## src/rtl/mseq_pkg.sv

```systemverilog
package mseq_pkg;

  typedef enum logic [1:0] {ALU_ADD = 2'd0, ALU_SUB = 2'd1, ALU_FUNC = 2'd2, ALU_RSV = 2'd3} alu_e;
  typedef enum logic       {S1_PC = 1'b0, S1_A = 1'b1} src1_e;
  typedef enum logic [1:0] {S2_B = 2'd0, S2_FOUR = 2'd1, S2_EXT = 2'd2, S2_EXTSH = 2'd3} src2_e;
  typedef enum logic [1:0] {RF_NONE = 2'd0, RF_READ = 2'd1, RF_WR_ALU = 2'd2, RF_WR_MDR = 2'd3} rf_e;
  typedef enum logic [1:0] {MEM_NONE = 2'd0, MEM_RD_PC = 2'd1, MEM_RD_ALU = 2'd2, MEM_WR_ALU = 2'd3} mem_e;
  typedef enum logic [1:0] {PC_NONE = 2'd0, PC_ALU = 2'd1, PC_COND = 2'd2, PC_JUMP = 2'd3} pcw_e;
  typedef enum logic [1:0] {SQ_NEXT = 2'd0, SQ_FETCH = 2'd1, SQ_DISP1 = 2'd2, SQ_DISP2 = 2'd3} seq_e;

  // Fixed bit slices, MSB first: alu[12:11] s1[10] s2[9:8] rf[7:6] mem[5:4] pc[3:2] seq[1:0]
  typedef struct packed {
    alu_e  alu;
    src1_e s1;
    src2_e s2;
    rf_e   rf;
    mem_e  mem;
    pcw_e  pc;
    seq_e  seq;
  } uword_t;

  // Micro-addresses of the store entries
  localparam int UA_FETCH  = 0;
  localparam int UA_DECODE = 1;
  localparam int UA_MADDR  = 2;
  localparam int UA_LDRD   = 3;
  localparam int UA_LDWB   = 4;
  localparam int UA_STWR   = 5;
  localparam int UA_REXE   = 6;
  localparam int UA_RWB    = 7;
  localparam int UA_BEQ    = 8;
  localparam int UA_JMP    = 9;

  // Opcode values recognised by the dispatch lookups
  localparam int OP_RALU  = 'h00;
  localparam int OP_JMP   = 'h02;
  localparam int OP_BEQ   = 'h04;
  localparam int OP_LOAD  = 'h23;
  localparam int OP_STORE = 'h2B;

  function automatic uword_t mk(alu_e a, src1_e s1, src2_e s2, rf_e rf, mem_e m, pcw_e p, seq_e q);
    uword_t w;
    w.alu = a; w.s1 = s1; w.s2 = s2; w.rf = rf; w.mem = m; w.pc = p; w.seq = q;
    return w;
  endfunction

  // Contents of the microcode store; unused entries fall back to fetch doing nothing
  function automatic uword_t ustore(int unsigned addr);
    case (addr)
      UA_FETCH:  return mk(ALU_ADD,  S1_PC, S2_FOUR,  RF_NONE,   MEM_RD_PC,  PC_ALU,  SQ_NEXT);
      UA_DECODE: return mk(ALU_ADD,  S1_PC, S2_EXTSH, RF_READ,   MEM_NONE,   PC_NONE, SQ_DISP1);
      UA_MADDR:  return mk(ALU_ADD,  S1_A,  S2_EXT,   RF_NONE,   MEM_NONE,   PC_NONE, SQ_DISP2);
      UA_LDRD:   return mk(ALU_ADD,  S1_PC, S2_B,     RF_NONE,   MEM_RD_ALU, PC_NONE, SQ_NEXT);
      UA_LDWB:   return mk(ALU_ADD,  S1_PC, S2_B,     RF_WR_MDR, MEM_NONE,   PC_NONE, SQ_FETCH);
      UA_STWR:   return mk(ALU_ADD,  S1_PC, S2_B,     RF_NONE,   MEM_WR_ALU, PC_NONE, SQ_FETCH);
      UA_REXE:   return mk(ALU_FUNC, S1_A,  S2_B,     RF_NONE,   MEM_NONE,   PC_NONE, SQ_NEXT);
      UA_RWB:    return mk(ALU_ADD,  S1_PC, S2_B,     RF_WR_ALU, MEM_NONE,   PC_NONE, SQ_FETCH);
      UA_BEQ:    return mk(ALU_SUB,  S1_A,  S2_B,     RF_NONE,   MEM_NONE,   PC_COND, SQ_FETCH);
      UA_JMP:    return mk(ALU_ADD,  S1_PC, S2_B,     RF_NONE,   MEM_NONE,   PC_JUMP, SQ_FETCH);
      default:   return mk(ALU_ADD,  S1_PC, S2_B,     RF_NONE,   MEM_NONE,   PC_NONE, SQ_FETCH);
    endcase
  endfunction

endpackage

```

## src/rtl/mseq_rom.sv

```systemverilog
module mseq_rom
  import mseq_pkg::*;
#(
  parameter int UADDR_W = 4
) (
  input  logic [UADDR_W-1:0] addr,
  output uword_t             word
);
  localparam int DEPTH = 1 << UADDR_W;

  uword_t store [DEPTH];

  for (genvar g = 0; g < DEPTH; g++) begin : g_entry
    assign store[g] = ustore(g);
  end

  assign word = store[addr];
endmodule

```

## src/rtl/mseq_dispatch.sv

```systemverilog
module mseq_dispatch
  import mseq_pkg::*;
#(
  parameter int OPC_W   = 6,
  parameter int UADDR_W = 4,
  parameter int TABLE   = 1
) (
  input  logic [OPC_W-1:0]   opcode,
  output logic               hit,
  output logic [UADDR_W-1:0] target
);
  if (TABLE == 1) begin : g_tbl1
    always_comb begin
      hit    = 1'b1;
      target = UADDR_W'(UA_FETCH);
      case (opcode)
        OPC_W'(OP_LOAD),
        OPC_W'(OP_STORE): target = UADDR_W'(UA_MADDR);
        OPC_W'(OP_RALU):  target = UADDR_W'(UA_REXE);
        OPC_W'(OP_BEQ):   target = UADDR_W'(UA_BEQ);
        OPC_W'(OP_JMP):   target = UADDR_W'(UA_JMP);
        default:          hit    = 1'b0;
      endcase
    end
  end else begin : g_tbl2
    always_comb begin
      hit    = 1'b1;
      target = UADDR_W'(UA_FETCH);
      case (opcode)
        OPC_W'(OP_LOAD):  target = UADDR_W'(UA_LDRD);
        OPC_W'(OP_STORE): target = UADDR_W'(UA_STWR);
        default:          hit    = 1'b0;
      endcase
    end
  end
endmodule

```

## src/rtl/mseq_next.sv

```systemverilog
module mseq_next
  import mseq_pkg::*;
#(
  parameter int UADDR_W = 4
) (
  input  logic               clk,
  input  logic               rst_n,
  input  seq_e               seq,
  input  logic               hit1,
  input  logic [UADDR_W-1:0] tgt1,
  input  logic               hit2,
  input  logic [UADDR_W-1:0] tgt2,
  output logic [UADDR_W-1:0] upc,
  output logic               illegal
);
  localparam logic [UADDR_W-1:0] FETCH = UADDR_W'(UA_FETCH);

  logic [UADDR_W-1:0] upc_nxt;

  always_comb begin
    illegal = 1'b0;
    case (seq)
      SQ_NEXT:  upc_nxt = upc + 1'b1;
      SQ_DISP1: begin
        upc_nxt = hit1 ? tgt1 : FETCH;
        illegal = ~hit1;
      end
      SQ_DISP2: begin
        upc_nxt = hit2 ? tgt2 : FETCH;
        illegal = ~hit2;
      end
      default:  upc_nxt = FETCH;
    endcase
  end

  always_ff @(posedge clk or negedge rst_n) begin
    if (!rst_n) upc <= FETCH;
    else        upc <= upc_nxt;
  end
endmodule

```

## src/rtl/mseq_top.sv

```systemverilog
module mseq_top
  import mseq_pkg::*;
#(
  parameter int OPC_W   = 6,
  parameter int UADDR_W = 4
) (
  input  logic               clk,
  input  logic               rst_n,
  input  logic [OPC_W-1:0]   opcode,
  output logic [UADDR_W-1:0] upc,
  output logic [1:0]         alu_op,
  output logic               src1_sel,
  output logic [1:0]         src2_sel,
  output logic [1:0]         rf_ctl,
  output logic [1:0]         mem_ctl,
  output logic [1:0]         pc_ctl,
  output logic               illegal_op
);
  uword_t             cur;
  logic               hit1, hit2;
  logic [UADDR_W-1:0] tgt1, tgt2;

  mseq_rom #(.UADDR_W(UADDR_W)) u_rom (
    .addr (upc),
    .word (cur)
  );

  mseq_dispatch #(.OPC_W(OPC_W), .UADDR_W(UADDR_W), .TABLE(1)) u_disp1 (
    .opcode (opcode),
    .hit    (hit1),
    .target (tgt1)
  );

  mseq_dispatch #(.OPC_W(OPC_W), .UADDR_W(UADDR_W), .TABLE(2)) u_disp2 (
    .opcode (opcode),
    .hit    (hit2),
    .target (tgt2)
  );

  mseq_next #(.UADDR_W(UADDR_W)) u_next (
    .clk     (clk),
    .rst_n   (rst_n),
    .seq     (cur.seq),
    .hit1    (hit1),
    .tgt1    (tgt1),
    .hit2    (hit2),
    .tgt2    (tgt2),
    .upc     (upc),
    .illegal (illegal_op)
  );

  assign alu_op   = cur.alu;
  assign src1_sel = cur.s1;
  assign src2_sel = cur.s2;
  assign rf_ctl   = cur.rf;
  assign mem_ctl  = cur.mem;
  assign pc_ctl   = cur.pc;
endmodule

```

## config.mk

```make
export PLATFORM = sky130hd
export DESIGN_NAME = mseq_top
export DESIGN_NICKNAME = d
export VERILOG_FILES = /design/src/rtl/mseq_pkg.sv /design/src/rtl/mseq_rom.sv /design/src/rtl/mseq_dispatch.sv /design/src/rtl/mseq_next.sv /design/src/rtl/mseq_top.sv
export SDC_FILE = /design/constraint.sdc
export NUM_CORES = 1
export LEC_CHECK = 0
export BUFFER_PORTS_ARGS = -buffer_cell sky130_fd_sc_hd__buf_2
export CAP_MARGIN = 25
export CORE_AREA = 2 2 39 41
export DETAILED_ROUTE_END_ITERATION = 6
export DIE_AREA = 0 0 41 43
export PLACE_DENSITY = 0.7
export SYNTH_ARGS = -nofsm -noshare
export SYNTH_HDL_FRONTEND = slang
export SYNTH_SLANG_ARGS = --single-unit
```

## constraint.sdc

```tcl
create_clock -name clk -period 3.7 [get_ports clk]
set_clock_uncertainty 0.05 [all_clocks]
set_input_delay 0.37 -clock clk [delete_from_list [all_inputs] [get_ports clk]]
set_output_delay 0.37 -clock clk [all_outputs]
set_load 0.02 [all_outputs]
```

== After elaboration in Yosys (flattened, before gate mapping) ==
Memories as Yosys holds them, arrays and structs flattened.
Cells that the tools add are included.

* Flip-flop bits (word level): 4
* ROM bits: 208
* Input bits: 8
* Logic and storage cells: 27
* Memories: 1

{| class="wikitable"
|+ Memory list
! name !! words !! width !! read ports !! clocked after Yosys merged registers in !! write ports !! line !! text
|-
| (no name shown) || 16 || 13 || 1 || 0 || 0 || mseq_rom.sv:17 || <nowiki>assign word = store[addr];</nowiki>
|}

* Add/sub/neg operators: 1
* Order comparisons: 1
* Equal/unequal tests: 6
* Multiplexer cells: 10
* Bitwise logic cells: 3
* Reduce and logical (&&, ||, !) cells: 4

{| class="wikitable"
|+ Operators with widths
! kind !! number
|-
| $mux 13 || 2
|-
| $pmux 4 s4 || 1
|-
| $eq 6x6->1 const B || 2
|-
| $pmux 4 s3 || 1
|-
| $eq 6x2->1 const B || 1
|-
| $eq 6x3->1 const B || 1
|-
| $logic_not 6->1 || 1
|-
| $pmux 3 s2 || 1
|-
| $ge 5x5->1 const B || 1
|-
| $not 4->5 || 1
|-
| $reduce_or 5->1 || 1
|-
| $add 4x1->4 const B || 1
|-
| $eq 2x2->1 const B || 2
|-
| $mux 4 || 1
|-
| $mux 3 || 1
|-
| $logic_not 2->1 || 1
|-
| $mux 1 || 2
|-
| $not 1->1 || 2
|-
| $pmux 1 s2 || 1
|-
| $reduce_or 2->1 || 1
|}

== Longest topological paths before layout ==
* Depth in word-level cells: 6
* Mapped depth: 5
* Gate-level depth less buffers: 5

== Modules after synthesis ==
Synthesis repeated with hierarchy kept, for this count alone.

* Cell total of the unflattened synthesis: 79
* Area, all modules: 645.6 µm²

{| class="wikitable"
|+ Modules (own cells, without submodules)
! module !! instances !! cells each !! area an instance (µm²)
|-
| mseq_next || 1 || 30 || 274.0
|-
| mseq_rom || 1 || 30 || 225.2
|-
| mseq_dispatch at u_disp1 || 1 || 12 || 82.6
|-
| mseq_dispatch at u_disp2 || 1 || 7 || 63.8
|}

== Least setup slack after synthesis ==
No wires, ideal clock.

* Path type: register -> output
* Start: register u_next.upc[0]
* End: output illegal_op
* Arrival: 1.844 ns
* Path slack: 1.436 ns
* Stages on the path, launching flop included: 6
* Buffers on the path: 0
* Cell sequence: dfrtp_1 > inv_1 > ha_1 > or4_4 > a221oi_1 > nor2_1

* Word-level cells in the longest chain between the ends: 6

{| class="wikitable"
|+ RTL lines
! element !! line !! text
|-
| start: declaration || mseq_next.sv:13 || <nowiki>output logic [UADDR_W-1:0] upc,</nowiki>
|-
| start signal: assignment || mseq_next.sv:38 || <nowiki>else upc <= upc_nxt;</nowiki>
|-
| $not 4->5 (implied by the code) * || mseq_rom.sv:17 ||
|-
| $mem_v2 16x13 * || -- ||
|-
| $mux 13 (implied by the code) * (2 in a row) || mseq_rom.sv:17 ||
|-
| $eq 2x2->1 || mseq_next.sv:22 || <nowiki>case (seq)</nowiki>
|-
| $pmux 1 s2 * || mseq_next.sv:22 ||
|-
| end: declaration || mseq_top.sv:17 || <nowiki>output logic illegal_op</nowiki>
|}

Mark *: on every way between the ends. The rest lies on a longest branch, timed or not. The select of a mux whose other input is x is not followed.

== Worst setup path in the final report ==
Same ends and word-level chain as after synthesis.

==> reports/summary.txt <==
Outcome: finished, final reports clean
Maxcap violations: 0
Longest Clk Path Bufs: 2
Crit start category: flop
Clock-pin slew on the worst setup and hold paths: 0.04 ns
Largest net degree at the start of global routing: 13
CTS root buffer: clkbuf_4
Worst reg2reg path depth: 5
Via/cell ratio: 5.24
Fin. Hold Viols: 0
Largest register by flop count: u_next.upc
Initial antenna violation count: 0
CP arrival: 2.10 ns
Port bufs: 23
Setup repair after global routing missed its margin: false
TritonCTS clock tree: built
Syn_area_per_cell: 8.64 µm²
Routed wire length: 1060 µm
Die area: 1760 µm²
Final ANT Viol Nets: 0
Die Y-Extent: 43 µm
Fin crit share: 68.2%
Commonest non-fill, non-tap cell in the layout: buf_2
Post-place setup slack: 1.43 ns
Mapped Area: 475 µm²
Via count: 498
Setup violators final: 0
Setup ws final: 1.18 ns
WL per Instance: 11.2 µm
Number of flops mapped to enable cells by yosys: 0
Netlist cell types: 32
Worst EP required: 3.28 ns
Syn Inst Count: 55
Largest registers: u_next.upc (4)
Worst IR Drop VDD: 0.161 mV
Minimum clock period: 2.52 ns
Floorplan core area: 1380 µm²
CP max FO: 7
# resized after CTS: 0
Slew HR: 76.4%
RD Place Congestion: 0.750
Fmax: 396 MHz
Drt drc: 0
# clock sinks: 4
Largest cells by area after synthesis: dfrtp_1 21%, ha_1 13%, mux2i_1 4.2%
Largest register FFs: 4
Final setup TNS: 0 ns
Worst min path class: in2async
Rows: 14
Die width: 41 µm
Seq/Total Area, Yosys: 21.1%
Leading cell types in the layout, fill and taps excluded: 23 x buf_2, 5 x ha_1
DR iter-0 viols: 10
Fillers: 148
FF+latch count, synth: 4
Worst-margin pin slew: 0.353 ns
Global route overflow: 0
First-pass iteration count of the detailed router: 3
Initial Util: 34.4%
Ys flop type: dfrtp_1
Worst-skew pair later-pin latency: 0.24 ns
Num CTS Buffers: 3
Layout net count: 94
Ys async rst share: 100%
Critical path type: reg2out
Diode count: 0
Biggest area consumer among synthesized cells: dfrtp_1
I/O pin count: 24
DP HPWL: 880 µm
Ratio of cells with drive above 1 in the final layout: 41.8%
First-pass GRT wire length: 1640 µm
Gr usage total: 13.6%
Ys Warns: 0
Crit end category: primary output
Syn_nets: 68
Pwr Density: 356 nW/µm²
Vias in the first global route: 434
Post-synth top area share: 21.1%
H-tree depth: 1
Pins Over Slew Limit: 0
Area growth, synth to finish: 31.1%
P_leak: 0.328 nW
[where the power goes]
part | total, W | switching [W] | internal [W]
registers | 0.0000538 | 0.00000606 | 0.0000477
clock network | 0.0000544 | 0.0000181 | 0.0000363
logic | 0.000114 | 0.0000677 | 0.0000460
total | 0.000222 | 0.0000919 | 0.000130
[synth_stat cells, types with 2 or more instances]
cell      instances
mux2i_1           2
inv_1             4
nand3_1           2
nand2b_1          2
dfrtp_1           4
nand2_1           4
nor3_1            2
ha_1              5
nand4b_1          2
nor2b_1           2
a21oi_1           2
nor2_1            4
[metal layers]
layer	GRT usage (%)	wire [µm]
met4	8.00	22
met3	3.14	68
met1	13.1	407
met5	0	0
met2	24.1	563
[final timing paths]
check,startpoint,end,slack (ns)
setup / recovery,u_next.upc[0],illegal_op,1.18
hold / removal,rst_n,u_next.upc[0],0.41
setup reg to reg,u_next.upc[0],u_next.upc[3],1.82
hold reg to reg,u_next.upc[0],u_next.upc[3],0.58
max in group asynchronous,rst_n,u_next.upc[1],3.08
min in group clk,opcode[4],u_next.upc[2],0.42
[timing repair]
item                      4_1_cts  5_1_grt
hold endpoints to repair        4        0
buffers inserted                0        0
hold buffers                    1        0
[layout make-up]
class / count / area, µm² / share of cell area (%)
clock buffers: 3 / 22.5 / 3.61
inverters: 4 / 15.0 / 2.41
multi-input cells: 44 / 340 / 54.6
flip-flops and latches: 4 / 100 / 16.1
well taps: 16 / 20.0 / 3.21
repair buffers: 24 / 125 / 20.1
[kinds of logic (layout without fill, tap and decap cells)]
logic type                 after synthesis  after routing  synth area share (%)
xor gates and xnor gates                 1              1                  1.84
buffers and inverters                    7             31                  7.37
and+or+nand+nor                         24             24                  31.8
AOI/OAI and AO/OA                       11             11                  18.2
muxes                                    3              3                  6.58
DFF                                      4              4                  21.1
adders and majority gates                5              5                  13.2
[worst max-delay path: stages, from the launching register on]
cell      delay [ns]
dfrtp_1         0.41
inv_1           0.10
ha_1            0.28
or4_4           0.59
a221oi_1        0.26
nor2_1          0.06
buf_2           0.16
[metrics by stage]
stage	cell area, µm²	power [W]	util, %	hold WS, ns	instances
floorplan	475	0.000134	-	0.0244	55
global placement	591	0.000167	42.7	0.124	91
detailed placement	591	0.000168	42.7	0.127	91
CTS	623	0.000224	45.0	0.413	95
global route	623	0.000239	45.0	0.415	95
finish	623	0.000222	45.0	0.406	95
(Power assumes the default switching activity.)
